### config.mk
export PLATFORM = sky130hd
export DESIGN_NAME = sys_ctrl
export DESIGN_NICKNAME = d
export VERILOG_FILES = /design/src/rtl/sys_ctrl_pkg.sv /design/src/rtl/sys_ctrl_decode.sv /design/src/rtl/sys_ctrl_timer.sv /design/src/rtl/sys_ctrl_regs.sv /design/src/rtl/sys_ctrl.sv
export SDC_FILE = /design/constraint.sdc
export NUM_CORES = 1
export LEC_CHECK = 0
export BUFFER_PORTS_ARGS = -buffer_cell sky130_fd_sc_hd__buf_4
export CAP_MARGIN = 20
export CORE_ASPECT_RATIO = 1.5
export CORE_MARGIN = 1.5
export CORE_UTILIZATION = 30
export DETAILED_ROUTE_END_ITERATION = 8
export PLACE_DENSITY = 0.45
export SLEW_MARGIN = 20
export SYNTH_ARGS = -nofsm -noshare
export SYNTH_HDL_FRONTEND = slang
export SYNTH_HIERARCHICAL = 1
export SYNTH_SLANG_ARGS = --single-unit
### constraint.sdc
create_clock -name clk -period 2.8 [get_ports clk]
set_input_delay 0.56 -clock clk [delete_from_list [all_inputs] [get_ports clk]]
set_output_delay 0.56 -clock clk [all_outputs]
set_load 0.01 [all_outputs]
### src/rtl/sys_ctrl_pkg.sv
package sys_ctrl_pkg;
  localparam int DATA_W = 32;
  localparam int IDX_W = 4;
  localparam int ADDR_W = IDX_W + 2;
  localparam int NUM_TIMERS = 2;
  localparam int TIMER_STRIDE = 4;
  localparam int TIMER_BASE = 4;

  localparam logic [IDX_W-1:0] IDX_GPIO_IN  = 4'd0;
  localparam logic [IDX_W-1:0] IDX_GPIO_OUT = 4'd1;
  localparam logic [IDX_W-1:0] IDX_GPIO_IEN = 4'd2;
  localparam logic [IDX_W-1:0] IDX_CMD      = 4'd13;
  localparam logic [IDX_W-1:0] IDX_CAPS     = 4'd14;
  localparam logic [IDX_W-1:0] IDX_SYSID    = 4'd15;

  localparam logic [15:0] SHUTDOWN_CODE = 16'h000E;
  localparam logic [DATA_W-1:0] CMD_READY = 32'h1;

  typedef struct packed {
    logic gpioOutWr;
    logic gpioIenWr;
    logic gpioAckWr;
    logic [NUM_TIMERS-1:0] ctrlWr;
    logic [NUM_TIMERS-1:0] cmpWr;
    logic [NUM_TIMERS-1:0] cntWr;
    logic shutdownHit;
    logic sysResetHit;
    logic [IDX_W-1:0] rdIdx;
  } strobe_t;

  function automatic logic [IDX_W-1:0] timerIdx(input int t, input int off);
    return IDX_W'(TIMER_BASE + TIMER_STRIDE * t + off);
  endfunction
endpackage

### src/rtl/sys_ctrl_decode.sv
module sys_ctrl_decode
  import sys_ctrl_pkg::*;
(
  input  logic [ADDR_W-1:0] busAddr,
  input  logic              busWrite,
  input  logic [15:0]       cmdLow,
  output strobe_t           stb
);
  logic [IDX_W-1:0] idx;

  always_comb begin
    idx = busAddr[ADDR_W-1:2];
    stb = '0;
    stb.rdIdx = idx;
    if (busWrite) begin
      stb.gpioOutWr   = (idx == IDX_GPIO_OUT);
      stb.gpioIenWr   = (idx == IDX_GPIO_IEN);
      stb.gpioAckWr   = (idx == IDX_GPIO_IN);
      stb.shutdownHit = (idx == IDX_CMD) && (cmdLow == SHUTDOWN_CODE);
      stb.sysResetHit = (idx == IDX_SYSID);
      for (int t = 0; t < NUM_TIMERS; t++) begin
        stb.ctrlWr[t] = (idx == timerIdx(t, 0));
        stb.cmpWr[t]  = (idx == timerIdx(t, 1));
        stb.cntWr[t]  = (idx == timerIdx(t, 2));
      end
    end
  end
endmodule

### src/rtl/sys_ctrl_timer.sv
module sys_ctrl_timer #(
  parameter int CNT_W = 32
) (
  input  logic             clk,
  input  logic             rstN,
  input  logic             ctrlWr,
  input  logic             cmpWr,
  input  logic             cntWr,
  input  logic [CNT_W-1:0] wdata,
  output logic             enable,
  output logic             autoRestart,
  output logic [CNT_W-1:0] compare,
  output logic [CNT_W-1:0] count,
  output logic             irq
);
  logic hit;
  logic [CNT_W-1:0] clipped;

  assign hit = enable && (count == compare);
  assign clipped = (wdata > compare) ? compare : wdata;

  always_ff @(posedge clk or negedge rstN) begin
    if (!rstN) begin
      enable      <= 1'b0;
      autoRestart <= 1'b0;
      compare     <= '0;
      count       <= '0;
      irq         <= 1'b0;
    end else begin
      irq <= hit;
      if (ctrlWr) begin
        enable      <= wdata[0];
        autoRestart <= wdata[1];
      end else if (hit && !autoRestart) begin
        enable <= 1'b0;
      end
      if (cmpWr) compare <= wdata;
      if (cntWr)       count <= clipped;
      else if (hit)    count <= '0;
      else if (enable) count <= count + 1'b1;
    end
  end
endmodule

### src/rtl/sys_ctrl_regs.sv
module sys_ctrl_regs
  import sys_ctrl_pkg::*;
#(
  parameter int GPIO_W = 8,
  parameter logic [DATA_W-1:0] CAPS = 32'h0,
  parameter logic [DATA_W-1:0] SYS_ID = 32'h10014D31,
  parameter logic [GPIO_W-1:0] STRAP = 1
) (
  input  logic                  clk,
  input  logic                  rstN,
  input  strobe_t               stb,
  input  logic [DATA_W-1:0]     wdata,
  input  logic [GPIO_W-1:0]     gpioIn,
  output logic [DATA_W-1:0]     rdata,
  output logic [GPIO_W-1:0]     gpioOut,
  output logic                  gpioIrq,
  output logic [NUM_TIMERS-1:0] timerIrq,
  output logic                  shutdownReq,
  output logic                  resetReq
);
  logic [GPIO_W-1:0] gpioInQ, gpioIen, pending, ackMask;
  logic [NUM_TIMERS-1:0] tEnable, tAuto;
  logic [DATA_W-1:0] tCompare [NUM_TIMERS];
  logic [DATA_W-1:0] tCount [NUM_TIMERS];

  assign ackMask = stb.gpioAckWr ? wdata[GPIO_W-1:0] : '0;
  assign gpioIrq = |(pending & gpioIen);

  always_ff @(posedge clk or negedge rstN) begin
    if (!rstN) begin
      gpioInQ     <= STRAP;
      gpioOut     <= '0;
      gpioIen     <= '0;
      pending     <= '0;
      shutdownReq <= 1'b0;
      resetReq    <= 1'b0;
    end else begin
      gpioInQ     <= gpioIn;
      pending     <= (pending & ~ackMask) | (gpioInQ ^ gpioIn);
      shutdownReq <= stb.shutdownHit;
      resetReq    <= stb.sysResetHit;
      if (stb.gpioOutWr) gpioOut <= wdata[GPIO_W-1:0];
      if (stb.gpioIenWr) gpioIen <= wdata[GPIO_W-1:0];
    end
  end

  for (genvar t = 0; t < NUM_TIMERS; t++) begin : g_timer
    sys_ctrl_timer #(.CNT_W(DATA_W)) u_timer (
      .clk(clk),
      .rstN(rstN),
      .ctrlWr(stb.ctrlWr[t]),
      .cmpWr(stb.cmpWr[t]),
      .cntWr(stb.cntWr[t]),
      .wdata(wdata),
      .enable(tEnable[t]),
      .autoRestart(tAuto[t]),
      .compare(tCompare[t]),
      .count(tCount[t]),
      .irq(timerIrq[t])
    );
  end

  always_comb begin
    rdata = '0;
    case (stb.rdIdx)
      IDX_GPIO_IN:  rdata = DATA_W'(gpioInQ);
      IDX_GPIO_OUT: rdata = DATA_W'(gpioOut);
      IDX_GPIO_IEN: rdata = DATA_W'(gpioIen);
      IDX_CMD:      rdata = CMD_READY;
      IDX_CAPS:     rdata = CAPS;
      IDX_SYSID:    rdata = SYS_ID;
      default:      rdata = '0;
    endcase
    for (int t = 0; t < NUM_TIMERS; t++) begin
      if (stb.rdIdx == timerIdx(t, 0)) rdata = DATA_W'({tAuto[t], tEnable[t]});
      if (stb.rdIdx == timerIdx(t, 1)) rdata = tCompare[t];
      if (stb.rdIdx == timerIdx(t, 2)) rdata = tCount[t];
    end
  end
endmodule

### src/rtl/sys_ctrl.sv
module sys_ctrl
  import sys_ctrl_pkg::*;
#(
  parameter int GPIO_W = 8,
  parameter logic [31:0] CAPS = 32'h0,
  parameter logic [31:0] SYS_ID = 32'h10014D31,
  parameter logic [GPIO_W-1:0] STRAP = 1
) (
  input  logic              clk,
  input  logic              rstN,
  input  logic [5:0]        busAddr,
  input  logic              busWrite,
  input  logic [31:0]       busWdata,
  output logic [31:0]       busRdata,
  input  logic [GPIO_W-1:0] gpioIn,
  output logic [GPIO_W-1:0] gpioOut,
  output logic              gpioIrq,
  output logic              timer0Irq,
  output logic              timer1Irq,
  output logic              shutdownReq,
  output logic              resetReq
);
  strobe_t stb;
  logic [NUM_TIMERS-1:0] timerIrq;

  sys_ctrl_decode u_decode (
    .busAddr(busAddr),
    .busWrite(busWrite),
    .cmdLow(busWdata[15:0]),
    .stb(stb)
  );

  sys_ctrl_regs #(
    .GPIO_W(GPIO_W), .CAPS(CAPS), .SYS_ID(SYS_ID), .STRAP(STRAP)
  ) u_regs (
    .clk(clk),
    .rstN(rstN),
    .stb(stb),
    .wdata(busWdata),
    .gpioIn(gpioIn),
    .rdata(busRdata),
    .gpioOut(gpioOut),
    .gpioIrq(gpioIrq),
    .timerIrq(timerIrq),
    .shutdownReq(shutdownReq),
    .resetReq(resetReq)
  );

  assign timer0Irq = timerIrq[0];
  assign timer1Irq = timerIrq[1];
endmodule

==> results.cfg, run 1 <==
[global_routing]
grt_pass1_wl_um = 80500
grt_overflow = 0
antenna_found_initial = 0
grt_max_degree = 57
grt_usage = 0.257
grt_pass1_vias = 12913

[yosys]
synth_cells = 1455
synth_flop_cell = dfrtp_1
synth_area_per_cell_um2 = 8.64
synthesis.nets = 1570
netlist_area_um2 = 12600
synth_top_area_share = 0.332
yosysTopAreaCell = dfrtp_1
synth_most_common_cell = nand2_1
postSynth.asyncResetShare = 1.00
ys_seq_elements = 168
yosysSeqAreaShare = 0.335
synth_warnings = 6
synth_area_leaders = dfrtp_1 (33%), ha_1 (6.6%), o21ai_0 (5.4%), nand2_1 (5.2%), xnor2_1 (4.4%)
synth_cell_types = 73
synth_edf_count = 0
synth_common_cells = nand2_1 (173), dfrtp_1 (167), o21ai_0 (135), inv_1 (75), a22oi_1 (73)

[pwr]
design_power_total_mw = 12.6
peakVddDrop_uv = 452
cellPowerDensity_nw_per_um2 = 756
p_leak_nw = 7.00

[clock_network]
clock_path_buffers = 2
cts_inserted_buffers = 17
clkTransAtPathRegs_ps = 70
clock_insertion_delay_worst_skew_ps = 470
clock_sink_count = 168
htreeDepth = 4
cts-root-buf = clkbuf_16
cts_tree = done

[sta]
clock_skew_ps = 12.7
rsz0062_at_grt = yes
setup_viol = 0
hold_viol = 0
worst_slack_ps = 76.2
slew_viol_final = 0
max_freq_mhz = 367
period_share = 0.973
slew_headroom = 0.280
worst_pin_slew_ps = 1070
min_period_ps = 2720

[critical_path]
cp.required_ps = 3170
cp_data_arrival_time_ps = 3090
start_kind = flop
path_class = reg -> reg
cp-end-kind = flop
cp_max_fo = 8
reg2regPathDepth = 13
rrSetupSlack_ps = 80

[die]
die_y_um = 254
num_rows = 91
initial_core_util = 0.305
die_width_um = 170
ios = 94
die-area_um2 = 43200
coreArea_um2 = 41200

[route]
num_vias = 12919
wire_per_inst_um = 24.0
drt_iter0_markers = 920
via_per_inst = 5.62
final_antenna_net_count = 0
routed_wl_um = 55200
drt-pass1-iter-count = 5
route.detailed.drc = 0

[placement]
preCtsSetupSlack_ps = -432
hpwl_um = 43600
gp_congestion = 0.907
port_buffers = 91

[finish]
nets = 1844
area.sequential_um2 = 4210
antenna_cells = 0
area_delta_synth_final_pct = 33.0
multi_input_area_um2 = 8110
fillers = 4265
post-route-util = 0.406
final_layout_size_suffix_gt1_frac = 0.293

[job]
maxCapViolations = 0

[status]
status = completed

[hold_path]
hold_class = in -> async
==> flip-flops by register name (all words and copies together), names as in the netlist <==
| register | flops |
|---|---|
| u_regs/g_timer.u_timer/count | 64 |
| u_regs/g_timer.u_timer/irq | 2 |
| u_regs/resetReq | 1 |
| u_regs/g_timer.u_timer/compare | 64 |
| u_regs/gpioInQ | 8 |
| u_regs/pending | 8 |
| u_regs/gpioOut | 8 |
| u_regs/g_timer.u_timer/autoRestart | 2 |
| u_regs/gpioIen | 8 |
| u_regs/g_timer.u_timer/enable | 2 |
| u_regs/shutdownReq | 1 |
==> path summary, 6_finish.rpt <==
kind,to,from
max,u_regs/g_timer[0].u_timer/count[0]$_DFFE_PN0P_,u_regs/g_timer[0].u_timer/compare[29]$_DFFE_PN0P_
min,u_regs/g_timer[1].u_timer/count[3]$_DFFE_PN0P_,rstN
max reg2reg,u_regs/g_timer[0].u_timer/count[0]$_DFFE_PN0P_,u_regs/g_timer[0].u_timer/compare[29]$_DFFE_PN0P_
min reg2reg,u_regs/pending[0]$_DFF_PN0_,u_regs/pending[0]$_DFF_PN0_
max in group asynchronous,u_regs/g_timer[0].u_timer/compare[30]$_DFFE_PN0P_,rstN
min in group clk,u_regs/gpioInQ[0]$_DFF_PN1_,gpioIn[0]
==> repair_timing <==
item	in CTS	in global routing
hold endpoints to repair	0	0
endpoints found under the setup margin	20	59
hold buffers	0	0
gates cloned	0	1
gates resized for setup	12	81
pin swaps	2	24
setup buffers	1	11
==> stage by stage <==
stage / TNS (ps) / hold WS (ps) / instance area (um^2) / cells
after CTS: 0 / 104 / 16100 / 2287
after global placement: -14060 / 456 / 15400 / 2254
after detailed placement: -14580 / 466 / 15400 / 2254
after floorplan: 0 / 264 / 12600 / 1455
after global routing: -76.0 / 108 / 16700 / 2300
final: 0 / 77.2 / 16700 / 2300
==> layout make-up <==
type,instances,share of cell area
tap,558,0.0418
multi-input combinational,1118,0.485
clock inverter,15,0.0118
clock buffer,17,0.0254
timing repair buffer,349,0.168
sequential,168,0.252
inverter,75,0.0168
==> power by group <==
| part | switching [mW] | total [mW] | internal (mW) |
|---|---|---|---|
| Clock | 1.13 | 2.62 | 1.50 |
| Sequential | 0.798 | 3.86 | 3.06 |
| Combinational | 3.39 | 6.15 | 2.76 |
| Total | 5.31 | 12.6 | 7.32 |
==> critical path, cell delays in order, from the launching register on <==
cell and delay, ps:
dfrtp_1 380, inv_1 100, ha_1 240, nand4_1 160, buf_4 150, nor2_1 50, a221oi_2 220, o211ai_1 250
o21a_4 320, buf_12 130, buf_12 130, buf_4 140, buf_4 130, o311ai_2 200
==> per-layer routing <==
metal,track usage,wire [um]
met2,0.464,28600
met5,0,0
met3,0.0288,2220
met4,0.149,2930
met1,0.289,21400
==> cells by family after synthesis <==
kind of cell	share of synthesized area
AND/OR/NAND/NOR	0.207
AO/OA/AOI/OAI	0.210
buffers and inverters	0.0619
flip-flops	0.335
multiplexers	0.0675
XOR/XNOR	0.0537
adder cells (fa/ha/maj)	0.0657
==> cell usage in the layout, fill, tap and decap left out, drive strengths merged, types with 5 or more instances in the layout <==
cell type / Yosys / routed
clkinv: 0 / 5
buf: 44 / 347
o22ai: 17 / 17
a211oi: 10 / 10
o31ai: 8 / 8
mux2i: 51 / 51
xor2: 14 / 14
or3: 6 / 6
nor2: 50 / 50
or2: 5 / 5
nor4: 19 / 19
nor3: 63 / 63
a22oi: 73 / 73
a211o: 12 / 12
clkbuf: 50 / 19
o211ai: 18 / 18
nand2b: 8 / 8
a21oi: 41 / 41
a311oi: 6 / 6
ha: 66 / 66
and2: 8 / 8
o221ai: 16 / 16
nand2: 173 / 173
nand3: 30 / 30
nand4b: 7 / 7
and3: 34 / 34
or4: 6 / 6
nand3b: 9 / 9
mux2: 30 / 30
nand4: 46 / 46
a221oi: 13 / 13
dfrtp: 167 / 167
inv: 75 / 78
nor2b: 12 / 12
a21o: 10 / 10
a32oi: 7 / 7
xnor2: 63 / 63
and4: 6 / 6
o21ai: 142 / 142
Note: power is estimated with default switching activity, not from simulation.
==> inputs of run 2 (changes only) <==
Settings changed: HOLD_SLACK_MARGIN set to 0.15.
==> run 2 against run 1 <==
Clock skew increased by 0.90 ps. Via count barely moved. Die area unchanged. Cell area about the same. Global-route usage unchanged. Largest cell class unchanged.
==> results.cfg, run 2 (synthesis results as in run 1) <==
[global_routing]
grt_pass1_vias = 12920
antenna_found_initial = 0
grt_overflow = 0
grt_pass1_wl_um = 80500
grt_usage = 0.257
grt_max_degree = 57

[sta]
rsz0062_at_grt = yes
min_period_ps = 2760
hold_viol = 0
clock_skew_ps = 13.6
setup_viol = 0
slew_viol_final = 0
max_freq_mhz = 362
period_share = 0.987
worst_pin_slew_ps = 1040
slew_headroom = 0.306

[finish]
largestRegisters = u_regs/g_timer.u_timer/compare (64), u_regs/g_timer.u_timer/count (64)
post-route-cell-area_um2 = 16700
instances_no_fill = 2301
antenna_cells = 0
area_delta_synth_final_pct = 33.1
nets = 1845
final_layout_size_suffix_gt1_frac = 0.293
final_cell_mix = buf_4 (334), nand2_1 (173), dfrtp_1 (167), o21ai_0 (132), a22oi_1 (73)
layout_commonest_cell = buf_4

[pwr]
peakVddDrop_uv = 455
p_leak_nw = 7.01
cellPowerDensity_nw_per_um2 = 756

[die]
initial_core_util = 0.305
num_rows = 91
die-area_um2 = 43200
coreArea_um2 = 41200
die_width_um = 170
die_y_um = 254
ios = 94

[clock_network]
clock_sink_count = 168
clock_path_buffers = 2
clock_insertion_delay_worst_skew_ps = 470
cts-root-buf = clkbuf_16
cts_tree = done
cts_inserted_buffers = 17
htreeDepth = 4
clkTransAtPathRegs_ps = 70

[status]
status = completed

[critical_path]
crit_chain = inv_1 -> ha_1 -> nand4_1 -> buf_4 -> nor2_1 -> a221oi_2 -> o211ai_1 -> buf_4 -> o21ai_0 -> nand3_1 -> o211ai_1
cp-end-kind = flop
start_kind = flop
cp_data_arrival_time_ps = 3150
path_class = reg -> reg
cp_slowest_cell = o21ai_0
cp_slowest_stage_delay_ps = 560
cp.required_ps = 3180
cp_max_fo = 6

[job]
maxCapViolations = 0

[route]
routed_wl_um = 55300
drt-pass1-iter-count = 6
drt_iter0_markers = 924
via_per_inst = 5.61
num_vias = 12916
final_antenna_net_count = 0
route.detailed.drc = 0
wire_per_inst_um = 24.0

[placement]
numPlacedInstances = 2254
gp_congestion = 0.907
placed_cell_area_um2 = 15400
hpwl_um = 43600
port_buffers = 91

[hold_path]
hold_class = in -> reg
[run 2: changes by cell type in the layout (fill, tap and decap cells not counted)]
cell,previous run,this run
dlygate4sd3_1,0,1
[run 2: worst max-delay path: cells and delay by family, from the launching register on]
| kind | cells | cell delay (ps) |
|---|---|---|
| AO/OA/AOI/OAI | 4 | 1180 |
| buffers and inverters | 3 | 490 |
| flip-flops | 1 | 390 |
| AND/OR/NAND/NOR | 3 | 370 |
| adder cells (fa/ha/maj) | 1 | 250 |
[run 2: path summary, 6_finish.rpt]
check	from	end	slack, ps	cells past startpoint
setup / recovery	u_regs/g_timer[1].u_timer/compare[29]$_DFFE_PN0P_	u_regs/g_timer[1].u_timer/count[2]$_DFFE_PN0P_	40	11
hold / removal	gpioIn[0]	u_regs/gpioInQ[0]$_DFF_PN1_	210	1
setup reg to reg	u_regs/g_timer[1].u_timer/compare[29]$_DFFE_PN0P_	u_regs/g_timer[1].u_timer/count[2]$_DFFE_PN0P_	40	11
hold reg to reg	u_regs/pending[1]$_DFF_PN0_	u_regs/pending[1]$_DFF_PN0_	480	2
max in group asynchronous	rstN	u_regs/g_timer[0].u_timer/compare[30]$_DFFE_PN0P_	1380	3
min in group asynchronous	rstN	u_regs/g_timer[1].u_timer/count[13]$_DFFE_PN0P_	630	2
[run 2: timing repair]
| action | CTS | global route |
|---|---|---|
| pin swaps | 2 | 24 |
| hold buffers | 1 | 0 |
| resized for setup | 12 | 81 |
| setup buffers | 1 | 11 |
| gates cloned | 0 | 1 |
| hold endpoints to repair | 53 | 0 |
| setup endpoints to repair | 20 | 59 |
[run 2: area by class of cell]
class / instances / area [um^2]
Clock buffer: 17 / 425
Clock inverter: 15 / 198
Fill cell: 4267 / 24500
Inverter: 75 / 282
Multi-Input combinational cell: 1118 / 8110
Sequential cell: 168 / 4210
Tap cell: 558 / 698
Timing Repair Buffer: 350 / 2810
[run 2: stage by stage]
| step | hold slack [ps] | worst slack, ps | utilization | power [mW] | TNS, ps |
|---|---|---|---|---|---|
| CTS | 187 | 5.83 | 0.391 | 12.2 | 0 |
| finish | 210 | 37.3 | 0.406 | 12.7 | 0 |
| global route | 199 | -42.2 | 0.406 | 13.3 | -76.0 |
| detailed placement | 466 | -432 | 0.374 | 9.50 | -14580 |
| floorplan | 264 | 167 | - | 6.68 | 0 |
| global placement | 456 | -413 | 0.374 | 9.46 | -14060 |
[run 2: layer usage]
metal	share of wire	global-route usage
met5	0	0
met4	0.053	0.149
met3	0.037	0.0288
met2	0.52	0.464
met1	0.39	0.289
[run 2: report_power, final]
group	internal, mW	switching, mW	total, mW
clock network	1.49	1.13	2.63
registers	3.06	0.802	3.87
logic	2.77	3.39	6.16
total	7.32	5.33	12.7
